## src/rtl/fwd_pkg.sv

```systemverilog
package fwd_pkg;
  localparam int unsigned XLEN  = 64;
  localparam int unsigned REG_W = 5;

  typedef enum logic [1:0] {
    SRC_RF  = 2'd0,
    SRC_WB  = 2'd1,
    SRC_MEM = 2'd2
  } fwd_sel_e;
endpackage

```

## src/rtl/fwd_match.sv

```systemverilog
module fwd_match
  import fwd_pkg::*;
#(
  parameter int unsigned RW = REG_W
) (
  input  logic [RW-1:0] src,
  input  logic [RW-1:0] mem_dst,
  input  logic          mem_wen,
  input  logic [RW-1:0] wb_dst,
  input  logic          wb_wen,
  output fwd_sel_e      sel
);
  logic src_live;
  logic hit_mem;
  logic hit_wb;

  always_comb begin
    src_live = (src != '0);
    hit_mem  = src_live && mem_wen && (src == mem_dst);
    hit_wb   = src_live && wb_wen  && (src == wb_dst);
    if (hit_mem)     sel = SRC_MEM;
    else if (hit_wb) sel = SRC_WB;
    else             sel = SRC_RF;
  end

  always_comb begin
    AST_ZERO_NOT_FORWARDED: assert ((src != '0) || (sel == SRC_RF)) else $error("x0 forwarded");
    AST_MEM_NEEDS_WRITE: assert ((sel != SRC_MEM) || mem_wen) else $error("mem source without write");
    AST_WB_NEEDS_WRITE: assert ((sel != SRC_WB) || wb_wen) else $error("wb source without write");
    AST_SEL_ENCODING: assert (sel != 2'd3) else $error("select 3 produced");
  end
endmodule

```

## src/rtl/fwd_mux.sv

```systemverilog
module fwd_mux
  import fwd_pkg::*;
#(
  parameter int unsigned DW = XLEN
) (
  input  fwd_sel_e      sel,
  input  logic [DW-1:0] rf_val,
  input  logic [DW-1:0] mem_val,
  input  logic [DW-1:0] wb_val,
  output logic [DW-1:0] out
);
  always_comb begin
    unique case (sel)
      SRC_MEM: out = mem_val;
      SRC_WB:  out = wb_val;
      default: out = rf_val;
    endcase
  end

  always_comb begin
    AST_MEM_PATH: assert ((sel != SRC_MEM) || (out == mem_val)) else $error("mem path wrong");
    AST_WB_PATH: assert ((sel != SRC_WB) || (out == wb_val)) else $error("wb path wrong");
  end
endmodule

```

## src/rtl/fwd_unit.sv

```systemverilog
module fwd_unit
  import fwd_pkg::*;
#(
  parameter int unsigned DW = XLEN,
  parameter int unsigned RW = REG_W
) (
  input  logic [RW-1:0] ex_src1,
  input  logic [RW-1:0] ex_src2,
  input  logic [DW-1:0] rf_val1,
  input  logic [DW-1:0] rf_val2,
  input  logic [RW-1:0] mem_dst,
  input  logic          mem_wen,
  input  logic [DW-1:0] mem_alu_res,
  input  logic [RW-1:0] wb_dst,
  input  logic          wb_wen,
  input  logic [DW-1:0] wb_value,
  output logic [1:0]    op_a_sel,
  output logic [1:0]    op_b_sel,
  output logic [DW-1:0] alu_in_a,
  output logic [DW-1:0] alu_in_b,
  output logic [DW-1:0] store_wdata,
  output logic [DW-1:0] cmp_lhs,
  output logic [DW-1:0] cmp_rhs
);
  localparam int unsigned NUM_SRC = 2;

  logic [RW-1:0] src_num [NUM_SRC];
  logic [DW-1:0] rf_in   [NUM_SRC];
  logic [DW-1:0] opnd    [NUM_SRC];
  fwd_sel_e      sel     [NUM_SRC];

  assign src_num[0] = ex_src1;
  assign src_num[1] = ex_src2;
  assign rf_in[0]   = rf_val1;
  assign rf_in[1]   = rf_val2;

  for (genvar g = 0; g < NUM_SRC; g++) begin : g_src
    fwd_match #(.RW(RW)) u_match (
      .src     (src_num[g]),
      .mem_dst (mem_dst),
      .mem_wen (mem_wen),
      .wb_dst  (wb_dst),
      .wb_wen  (wb_wen),
      .sel     (sel[g])
    );

    fwd_mux #(.DW(DW)) u_mux (
      .sel     (sel[g]),
      .rf_val  (rf_in[g]),
      .mem_val (mem_alu_res),
      .wb_val  (wb_value),
      .out     (opnd[g])
    );

    always_comb begin
      AST_NEAREST_WINS: assert (!((src_num[g] != '0) && mem_wen && wb_wen &&
                                  (src_num[g] == mem_dst) && (mem_dst == wb_dst))
                                || (opnd[g] == mem_alu_res)) else $error("priority wrong");
      AST_NO_MATCH_RF: assert (((src_num[g] == mem_dst) && mem_wen) ||
                               ((src_num[g] == wb_dst) && wb_wen) ||
                               (opnd[g] == rf_in[g])) else $error("spurious forward");
    end
  end

  assign op_a_sel    = sel[0];
  assign op_b_sel    = sel[1];
  assign alu_in_a    = opnd[0];
  assign cmp_lhs     = opnd[0];
  assign alu_in_b    = opnd[1];
  assign store_wdata = opnd[1];
  assign cmp_rhs     = opnd[1];
endmodule

```

## config.mk

```make
export PLATFORM = sky130hd
export DESIGN_NAME = fwd_unit
export DESIGN_NICKNAME = d
export VERILOG_FILES = /design/src/rtl/fwd_pkg.sv /design/src/rtl/fwd_match.sv /design/src/rtl/fwd_mux.sv /design/src/rtl/fwd_unit.sv
export SDC_FILE = /design/constraint.sdc
export NUM_CORES = 1
export LEC_CHECK = 0
export BUFFER_PORTS_ARGS = -buffer_cell sky130_fd_sc_hd__buf_2
export CORE_AREA = 2 2 236 238
export DETAILED_ROUTE_END_ITERATION = 12
export DIE_AREA = 0 0 238 240
export GPL_ROUTABILITY_DRIVEN = 0
export PLACE_DENSITY = 0.3
export RECOVER_POWER = 100
export SLEW_MARGIN = 20
export SYNTH_ARGS = -nofsm -noshare
export SYNTH_HDL_FRONTEND = slang
export SYNTH_SLANG_ARGS = --single-unit
export TNS_END_PERCENT = 5
```

## constraint.sdc

```tcl
create_clock -name vclk -period 3.9
set_clock_uncertainty 0.1 [all_clocks]
set_input_delay 0.78 -clock vclk [all_inputs]
set_output_delay 0.78 -clock vclk [all_outputs]
set_load 0.005 [all_outputs]
```

## After elaboration in Yosys (flattened, before gate mapping)

Index checks and enable logic that the tools add are counted.

- Register bits: 0
- Output and inout bits: 324
- Logic and storage cells: 24

- Equality and inequality tests: 8
- Muxes and demuxes: 6
- Reductions and logical operators: 10

Operators with widths:

| operator | number |
|---|---|
| one-hot mux 64 bit (2 select lines) | 2 |
| == test 5 bit | 4 |
| nonzero test 5 bit | 2 |
| logical AND 1 bit | 8 |
| == test 2 x 1 -> 1 bit (second input constant) | 2 |
| == test 2 bit (second input constant) | 2 |
| 2-to-1 mux 2 bit | 2 |
| 2-to-1 mux 1 bit | 2 |

## Logic depth before layout (Yosys ltp)

Gate-level depths: netlist (run 1).

- Depth in word-level cells: 7
- Mapped depth: 7
- Depth with buffers taken out: 5

## By module

From an unflattened synthesis (run 1), not the netlist that was laid out.

- Cell total of the unflattened synthesis: 678
- Area total of the unflattened synthesis: 5525.3 um2

By module, submodules not included:

| module | instances | cells each | area each (um2) | seq. area each (um2) |
|---|---|---|---|---|
| fwd_mux | 2 | 224 | 1895.6 | 0.0 |
| fwd_unit | 1 | 192 | 1441.4 | 0.0 |
| fwd_match | 2 | 19 | 146.4 | 0.0 |

## Worst setup path after synthesis (run 1)

Ideal clock, no wire load.

- Kind: input-to-output
- Start point: input ex_src2[1]
- End point: output cmp_rhs[48]
- Arrival: 2.279 ns
- Data required time: 3.020 ns
- Slack: 0.741 ns
- Cell stages on the path: 7
- Buffers on the path: 3
- Cell sequence: or4_4 o211ai_2 buf_6 buf_6 o21ai_1 a31oi_1 buf_4

- Word-level cells in the longest chain between the ends: 7
- Elaborated cells on any way between the ends: 12
- Those cells by class: 4 x eq/ne; 3 x mux; 5 x reduce/logical

Ends and longest elaborated chain:

| what | line | text |
|---|---|---|
| from (decl) | fwd_unit.sv:8 | `input logic [RW-1:0] ex_src2,` |
| nonzero test 5 bit | fwd_match.sv:18 | `src_live = (src != '0);` |
| logical AND 1 bit (2 in series) | fwd_match.sv:20 | `hit_wb = src_live && wb_wen && (src == wb_dst);` |
| 2-to-1 mux 1 bit | fwd_match.sv:22 | `else if (hit_wb) sel = SRC_WB;` |
| 2-to-1 mux 2 bit (*) | fwd_match.sv:21 | `if (hit_mem) sel = SRC_MEM;` |
| == test 2 x 1 -> 1 bit or == test 2 bit (tied branches) | fwd_mux.sv:13 | `unique case (sel)` |
| one-hot mux 64 bit (2 select lines) (*) | fwd_mux.sv:13 |  |
| to (decl) | fwd_unit.sv:23 | `output logic [DW-1:0] cmp_rhs` |

Every way passes the cells marked *; elsewhere a longest branch is shown, timed or not.

## Final worst setup path (run 1)

- Start point: input ex_src1[0]
- End point: output cmp_lhs[5]

- Word-level cells in the longest chain between the ends: 7
- Elaborated cells on any way between the ends: 12
- Those cells by class: 4 x eq/ne; 3 x mux; 5 x reduce/logical

Ends and longest elaborated chain:

| what | line | text |
|---|---|---|
| from (decl) | fwd_unit.sv:7 | `input logic [RW-1:0] ex_src1,` |
| nonzero test 5 bit | fwd_match.sv:18 |  |
| logical AND 1 bit (2 in series) | fwd_match.sv:20 |  |
| 2-to-1 mux 1 bit | fwd_match.sv:22 |  |
| 2-to-1 mux 2 bit (*) | fwd_match.sv:21 |  |
| == test 2 x 1 -> 1 bit or == test 2 bit (tied branches) | fwd_mux.sv:13 |  |
| one-hot mux 64 bit (2 select lines) (*) | fwd_mux.sv:13 |  |
| to (decl) | fwd_unit.sv:22 | `output logic [DW-1:0] cmp_lhs,` |

Marks and branches as above.

==> results of run 1 <==
-- critical path, delay by kind of cell --
family	cells	cell delay, ns
and+or+nand+nor	1	0.60
AOI/OAI and AO/OA	3	1.04
buffers and inverters	3	0.57
-- cell usage in the layout, fill, tap and decap left out --
| master | n |
|---|---|
| a31oi_1 | 126 |
| a31oi_2 | 2 |
| and4_4 | 2 |
| buf_1 | 3 |
| buf_12 | 23 |
| buf_2 | 353 |
| buf_4 | 2 |
| buf_6 | 1 |
| clkbuf_1 | 190 |
| clkbuf_2 | 61 |
| clkbuf_4 | 2 |
| diode_2 | 1 |
| inv_2 | 2 |
| nand3_1 | 128 |
| nand4_1 | 4 |
| nor3_1 | 130 |
| o211a_4 | 2 |
| o211ai_4 | 4 |
| o21ai_0 | 21 |
| o21ai_1 | 107 |
| or2_0 | 1 |
| or2_4 | 1 |
| or4_1 | 1 |
| or4_4 | 1 |
| xnor2_1 | 20 |
-- power groups by stage --
stage                 clock [mW]  sequential (mW)  combinational [mW]
global placement               0                0                1.07
floorplan                      0                0               0.634
detailed placement             0                0                1.06
finish              0.0000000343                0                1.00
CTS                            0                0                1.06
global route                   0                0                1.08
-- layout make-up --
cell class,instances,area (sq um)
fill,6605,47400
timing repair buffer,635,3300
multi-input combinational,550,3120
tap,704,881
inverter,2,7.51
antenna,1,2.50
-- layer usage --
metal | vias up | track usage | part of all wire
met1 | 3788 | 0.146 | 0.39
met5 | - | 0 | 0.0016
met3 | 69 | 0.0183 | 0.071
met2 | 520 | 0.237 | 0.50
met4 | 10 | 0.0494 | 0.042
li1 | 3618 | - | -
-- metrics by stage --
step / utilization / instances
finish: 0.134 / 1892
CTS: 0.144 / 1891
floorplan: - / 844
global route: 0.134 / 1891
global placement: 0.144 / 1891
detailed placement: 0.144 / 1891
-- final timing paths --
path | from | end | slack, ns
max | ex_src1[0] | cmp_lhs[5] | -0.02
min | wb_value[25] | cmp_lhs[25] | 1.83
-- cells in the mapped netlist, drive strengths merged --
library cell	n
o211ai	4
buf	261
nor3	130
inv	2
clkbuf	31
xnor2	20
or2	2
a31oi	128
o211a	2
or4	2
and4	2
nand3	128
o21ai	128
nand4	4
-- cell families (layout without fill, tap and decap cells) --
logic type | Yosys count | after routing | share of synthesized area
compound gates | 262 | 262 | 0.336
xor+xnor | 20 | 20 | 0.0324
buf+inv | 294 | 637 | 0.379
other cells | 0 | 1 | 0
simple gates | 268 | 268 | 0.253
==> flow_summary.yaml, run 1 <==
worst_setup_path:
  critical_path_cell_list: "clkbuf_1, or4_4, o211ai_4, buf_12, o21ai_0, a31oi_1, buf_2"
  max_stage_delay_ns: 0.60
  crit_required_ns: 3.02
  worstSetupStartpointType: "input pin"
  critical_path_at_ns: 3.04
  worst-setup-path-type: "in2out"
  crit_path_max_fanout: 33
  critical-path-slowest-cell: "or4_4"
  critPathCaptureType: "primary output"
drt:
  vias_per_cell: 4.23
  wirelength_mm: 40.2
  drt-wirelength-per-cell_microns: 21.2
  remaining_drc_errors: 0
  drt_iter0_drc: 490
  antenna_viol_nets_final: 0
  number_of_optimization_iterations_in_the_first_detailed_route_pass: 5
  vias: 8005
sta:
  final_worst_hold_slack_ns: 1.83
  report.final.slew_viol_count: 0
  fin_crit_sh: 1.01
  setup_violations: 1
  unrepaired_setup_endpoints_after_global_routing: "no"
  hold_violations: 0
  timing.max_slew.rel_slack: 0.605
  tightestPinTransition_ns: 0.589
  postLayoutSetupSlackWorst_ns: -0.0245
  min_period_ns: 3.92
  achievable-frequency_mhz: 255
  timing.setup.tns_ns: -0.0245
power:
  share_seq_of_total_power: 0
  switching_share: 0.622
  power.total_mw: 1.00
  power.net_switching_mw: 0.623
  cellLeakagePower_nw: 2.64
  power-per-cell-area_mw_per_mm2: 137
  pwr-share-clk: 0
  cellInternalPower_mw: 0.379
  worst_ir_drop_vdd_mv: 0.0527
  combinational_group_share_of_total_power: 1.000
die:
  die_h_microns: 240
  die_w_microns: 238
  coreArea_sq_mm: 0.0547
  rows: 86
  initial_utilization: 0.0990
  io_pins: 602
  die_area_sq_mm: 0.0571
synth:
  yosys.cell_types.count: 22
  synth-warning-count: 0
  netlist_area_sq_mm: 0.00541
  synth_area_leaders: "buf_4 29%, nor3_1 12%, nand3_1 12%"
  synthDominantCellAreaShare: 0.287
  yosysTopAreaCell: "buf_4"
  synthesized_nets: 1122
  seq_area_frac_synth: 0
  postSynthAreaPerCell_sq_um: 6.41
  syn_inst: 844
grt:
  maximum_number_of_pins_on_one_net_before_global_route_repair: 65
  gr-usage-all-layers: 0.127
  first_global_vias: 7894
  grt_first_pass_wirelength_mm: 54.8
  number_of_antenna_violations_at_the_first_check_in_global_routing: 6
  grt-ovfl-total: 0
cells_and_area:
  drive_above_1_share: 0.384
  final_cell_area_sq_mm: 0.00731
  seq_cell_count: 0
  layout_area_growth_over_synthesis_pct: 35.1
  area.sequential_sq_um: 0
  final_nets: 1467
  n_clock_buffer: 0
min_path:
  holdCritPathClass: "in2out"
  timing.hold.worst_path_depth: 4
placement:
  port_buffers: 602
  dpl_ws_ns: 0.0238
  dp_hpwl_mm: 31.6
  area_post_placement_sq_mm: 0.00787
run_status:
  violations: "negative setup slack"
  status: "finished, violations left"
job:
  max_cap_violations: 0
clock_tree:
  post_cts_hold_buffer_count: 0
  post_cts_resize_count: 0
  post_cts.repair.setup_buffers: 0
Power figures use the tool's default switching activity.
==> run 2: changes to the inputs <==
--- a/config.mk
+++ b/config.mk
@@ -6,9 +6,9 @@
 export NUM_CORES = 1
 export LEC_CHECK = 0
 export BUFFER_PORTS_ARGS = -buffer_cell sky130_fd_sc_hd__buf_2
-export CORE_AREA = 2 2 236 238
+export CORE_AREA = 2 2 232 234
 export DETAILED_ROUTE_END_ITERATION = 12
-export DIE_AREA = 0 0 238 240
+export DIE_AREA = 0 0 234 236
 export GPL_ROUTABILITY_DRIVEN = 0
 export PLACE_DENSITY = 0.3
 export RECOVER_POWER = 100
==> constraint.sdc (replaced) <==
create_clock -name vclk -period 3.67
set_clock_uncertainty 0.1 [all_clocks]
set_input_delay 0.734 -clock vclk [all_inputs]
set_output_delay 0.734 -clock vclk [all_outputs]
set_load 0.005 [all_outputs]
==> flow_summary.yaml, run 2 (synthesis results as in run 1) <==
placement:
  dp_hpwl_mm: 30.3
  area_post_placement_sq_mm: 0.00803
  dpl_ws_ns: 0.0534
  port_buffers: 602
worst_setup_path:
  worstSetupStartpointType: "input pin"
  critical_path_cell_list: "clkbuf_2, or4_4, o211ai_4, buf_12, o21ai_1, a31oi_1, clkbuf_1, buf_2"
  family_with_the_most_delay_on_the_worst_path: "compound AO/OA/AOI/OAI gates"
  worst_path_buffer_plus_inverter_count: 4
  max_stage_delay_ns: 0.60
  worst-setup-path-type: "in2out"
  critPathCaptureType: "primary output"
  crit_required_ns: 2.84
  critical_path_at_ns: 2.79
  crit_path_max_fanout: 33
  critical-path-slowest-cell: "or4_4"
die:
  die_w_microns: 234
  io_pins: 602
  die_area_sq_mm: 0.0552
  initial_utilization: 0.102
  rows: 85
  coreArea_sq_mm: 0.0531
  die_h_microns: 236
cells_and_area:
  multiInputGateArea_sq_mm: 0.00322
  n_clock_buffer: 0
  most_common_library_cell_in_the_layout_ignoring_fill_and_taps: "buf_2"
  layout_area_growth_over_synthesis_pct: 39.3
  area.sequential_sq_um: 0
  drive_above_1_share: 0.416
  final_cell_area_sq_mm: 0.00754
  most-common-layout-cells: "378 x buf_2, 180 x clkbuf_1, 130 x nor3_1"
  nFillCells: 6392
  seq_cell_count: 0
  final_nets: 1486
min_path:
  min_from: "rf_val1[6]"
  holdCritPathClass: "in2out"
  timing.hold.worst_path_depth: 4
  min_to: "cmp_lhs[6]"
sta:
  tightestPinTransition_ns: 0.833
  fin_crit_sh: 0.987
  timing.max_slew.rel_slack: 0.440
  min_period_ns: 3.62
  timing.setup.tns_ns: 0
  unrepaired_setup_endpoints_after_global_routing: "no"
  report.final.slew_viol_count: 0
  postLayoutSetupSlackWorst_ns: 0.0485
  hold_violations: 0
  final_worst_hold_slack_ns: 1.73
  setup_violations: 0
  achievable-frequency_mhz: 276
grt:
  first_global_vias: 7972
  grt_first_pass_wirelength_mm: 52.5
  grt-ovfl-total: 0
  gr-usage-all-layers: 0.125
  number_of_antenna_violations_at_the_first_check_in_global_routing: 4
  maximum_number_of_pins_on_one_net_before_global_route_repair: 35
drt:
  wirelength_mm: 38.1
  vias_per_cell: 4.26
  vias: 8114
  antenna_viol_nets_final: 0
  remaining_drc_errors: 0
  drt_iter0_drc: 522
  drt-wirelength-per-cell_microns: 20.0
  number_of_optimization_iterations_in_the_first_detailed_route_pass: 5
power:
  cellLeakagePower_nw: 2.77
  worst_ir_drop_vdd_mv: 0.0593
  power.total_mw: 1.07
  power-per-cell-area_mw_per_mm2: 143
run_status:
  status: "finished, final reports clean"
job:
  max_cap_violations: 0
clock_tree:
  post_cts_resize_count: 0
  post_cts.repair.setup_buffers: 0
  post_cts_hold_buffer_count: 0
-- run 2: cell type report --
class / count / area share
diodes: 2 / 0.000664
repair buffers: 654 / 0.456
well taps: 696 / 0.116
multi-input cells: 550 / 0.427
inverters: 2 / 0.000996
-- run 2: through the flow --
step                cells  utilization
global placement     1902        0.151
detailed placement   1902        0.151
floorplan             844            -
finish               1904        0.142
global route         1903        0.142
CTS                  1902        0.151
-- run 2: how the worst max path moves through the flow --
stage	start	to	slack [ns]	cells after the start
global route	ex_src2[1]	store_wdata[29]	0.01	7
finish	ex_src2[1]	cmp_rhs[49]	0.05	8
floorplan	ex_src2[1]	cmp_rhs[48]	0.60	7
CTS	ex_src1[0]	alu_in_a[5]	0.05	8
detailed placement	ex_src1[0]	alu_in_a[5]	0.05	8
global placement	ex_src1[0]	alu_in_a[5]	0.04	8
-- run 2: per-layer routing --
layer	vias to the layer above	GRT usage	part of all wire
met3	67	0.0178	0.075
met5	-	0	0.00071
met2	543	0.235	0.51
li1	3661	-	-
met1	3839	0.143	0.38
met4	4	0.0364	0.032
-- run 2: where the power goes --
group,internal (mW),total [mW],switching [mW]
clock network,0.0000000730,0.0000000730,0
logic,0.425,1.07,0.649
registers,0,0,0
total,0.425,1.07,0.649
-- run 2: tightest hold or removal path, delay by kind of cell --
family / cells / cell delay, ns
buf+inv: 2 / 0.20
compound gates: 2 / 0.16
==> run 3: changes to the inputs <==
--- a/config.mk
+++ b/config.mk
@@ -5,6 +5,7 @@
 export SDC_FILE = /design/constraint.sdc
 export NUM_CORES = 1
 export LEC_CHECK = 0
+export ABC_AREA = 1
 export BUFFER_PORTS_ARGS = -buffer_cell sky130_fd_sc_hd__buf_2
 export CORE_AREA = 2 2 232 234
 export DETAILED_ROUTE_END_ITERATION = 12
==> flow_summary.yaml, run 3 <==
power:
  combinational_group_share_of_total_power: 1.000
  power.net_switching_mw: 0.425
  cellLeakagePower_nw: 3.78
  share_seq_of_total_power: 0
  switching_share: 0.554
  pwr-share-clk: 0
  power.total_mw: 0.766
  power-per-cell-area_mw_per_mm2: 107
  worst_ir_drop_vdd_mv: 0.0326
  cellInternalPower_mw: 0.342
die:
  rows: 85
  die_w_microns: 234
  initial_utilization: 0.0942
  coreArea_sq_mm: 0.0531
  die_h_microns: 236
  io_pins: 602
  die_area_sq_mm: 0.0552
grt:
  grt_first_pass_wirelength_mm: 44.4
  grt-ovfl-total: 0
  number_of_antenna_violations_at_the_first_check_in_global_routing: 3
  gr-usage-all-layers: 0.104
  maximum_number_of_pins_on_one_net_before_global_route_repair: 61
  first_global_vias: 6993
sta:
  achievable-frequency_mhz: 301
  postLayoutSetupSlackWorst_ns: 0.345
  final_worst_hold_slack_ns: 1.69
  unrepaired_setup_endpoints_after_global_routing: "no"
  timing.max_slew.rel_slack: 0.736
  timing.setup.tns_ns: 0
  hold_violations: 0
  fin_crit_sh: 0.906
  min_period_ns: 3.33
  setup_violations: 0
  tightestPinTransition_ns: 0.394
  report.final.slew_viol_count: 0
clock_tree:
  post_cts.repair.setup_buffers: 0
  post_cts_resize_count: 0
  post_cts_hold_buffer_count: 0
synth:
  synth_area_leaders: "nand3_1 39%, buf_4 31%, nand2_1 15%"
  synthesized_nets: 1193
  yosys-top-cells-count: "386 x nand3_1, 205 x buf_4, 201 x nand2_1, 29 x buf_2, 27 x buf_6"
  seq_area_frac_synth: 0
  yosysTopAreaCell: "nand3_1"
  synthDominantCellAreaShare: 0.386
  netlist_area_sq_mm: 0.00500
  leading_cell_type_by_number_of_instances_after_synthesis: "nand3_1"
  postSynthAreaPerCell_sq_um: 5.46
  yosys.cell_types.count: 16
  syn_inst: 915
  synth-warning-count: 0
cells_and_area:
  area.sequential_sq_um: 0
  nFillCells: 6385
  final_core_area_utilization: 0.135
  most_common_library_cell_in_the_layout_ignoring_fill_and_taps: "buf_2"
  antenna-diode-count: 0
  layout_area_growth_over_synthesis_pct: 43.5
  drive_above_1_share: 0.409
  most-common-layout-cells: "449 x buf_2, 386 x nand3_1, 200 x nand2_1"
  n_clock_buffer: 0
  seq_cell_count: 0
  final_nets: 1563
  multiInputGateArea_sq_mm: 0.00289
worst_setup_path:
  worstSetupStartpointType: "input pin"
  worst-setup-path-type: "in2out"
  crit_required_ns: 2.84
  crit_path_max_fanout: 33
  critical_path_at_ns: 2.49
  critPathCaptureType: "primary output"
drt:
  remaining_drc_errors: 0
  drt_iter0_drc: 248
  vias: 7437
  vias_per_cell: 3.76
  wirelength_mm: 31.9
  number_of_optimization_iterations_in_the_first_detailed_route_pass: 5
  drt-wirelength-per-cell_microns: 16.1
  antenna_viol_nets_final: 0
placement:
  dpl_ws_ns: 0.373
  port_buffers: 602
  dp_hpwl_mm: 26.7
run_status:
  status: "finished, final reports clean"
job:
  max_cap_violations: 0
min_path:
  holdCritPathClass: "in2out"
  timing.hold.worst_path_depth: 4
[run 3: cell types whose count changed in the layout (fill, tap and decap cells not counted), sizes merged, moves of 31 or more]
cell and change:
a31oi -128, buf +66, clkbuf -90, inv +31, nand2 +207, nand3 +260, nor3 -130, o21ai -128
[run 3: worst paths after layout]
| path | start | to |
|---|---|---|
| min | mem_alu_res[36] | alu_in_a[36] |
| max | ex_src1[4] | alu_in_a[19] |
[run 3: area by class of cell]
cell class,count,area share
inverter,35,0.0183
multi-input combinational,618,0.403
tap,696,0.121
timing repair buffer,630,0.457
[run 3: kinds of logic (layout without fill, tap and decap cells)]
logic type | Yosys count | after routing | synth area share
AO/OA/AOI/OAI | 2 | 2 | 0.00200
buffers and inverters | 297 | 665 | 0.425
XOR/XNOR | 1 | 1 | 0.00175
AND/OR/NAND/NOR | 615 | 615 | 0.571
[run 3: power groups by stage]
stage | logic (mW) | registers, mW | clock network (mW)
floorplan | 0.489 | 0 | 0
global placement | 0.809 | 0 | 0
detailed placement | 0.801 | 0 | 0
CTS | 0.804 | 0 | 0
global route | 0.855 | 0 | 0
finish | 0.766 | 0 | 0
[run 3: worst max-delay path: stages]
cell and delay [ns]:
clkbuf_1 0.12, inv_1 0.15, nand2_1 0.07, nand2_1 0.05, nand2_1 0.05, nor2_1 0.22, nand2_4 0.20, inv_1 0.20
buf_12 0.22, nand2_1 0.07, nand3_1 0.20, clkbuf_1 0.14
[run 3: metrics by stage]
| stage | instance area, sq um | cells |
|---|---|---|
| 4_1_cts | 7340 | 1979 |
| 3_5_place_dp | 7340 | 1979 |
| 2_1_floorplan | 5000 | 915 |
| 3_3_place_gp | 7340 | 1979 |
| 6_report | 7170 | 1979 |
| 5_1_grt | 7170 | 1979 |
[run 3: per-layer routing]
metal  wire length, microns  global-route usage
met1                  12900               0.127
met2                  16600               0.201
met3                   2090              0.0111
met4                    284             0.00921
met5                     41                   0
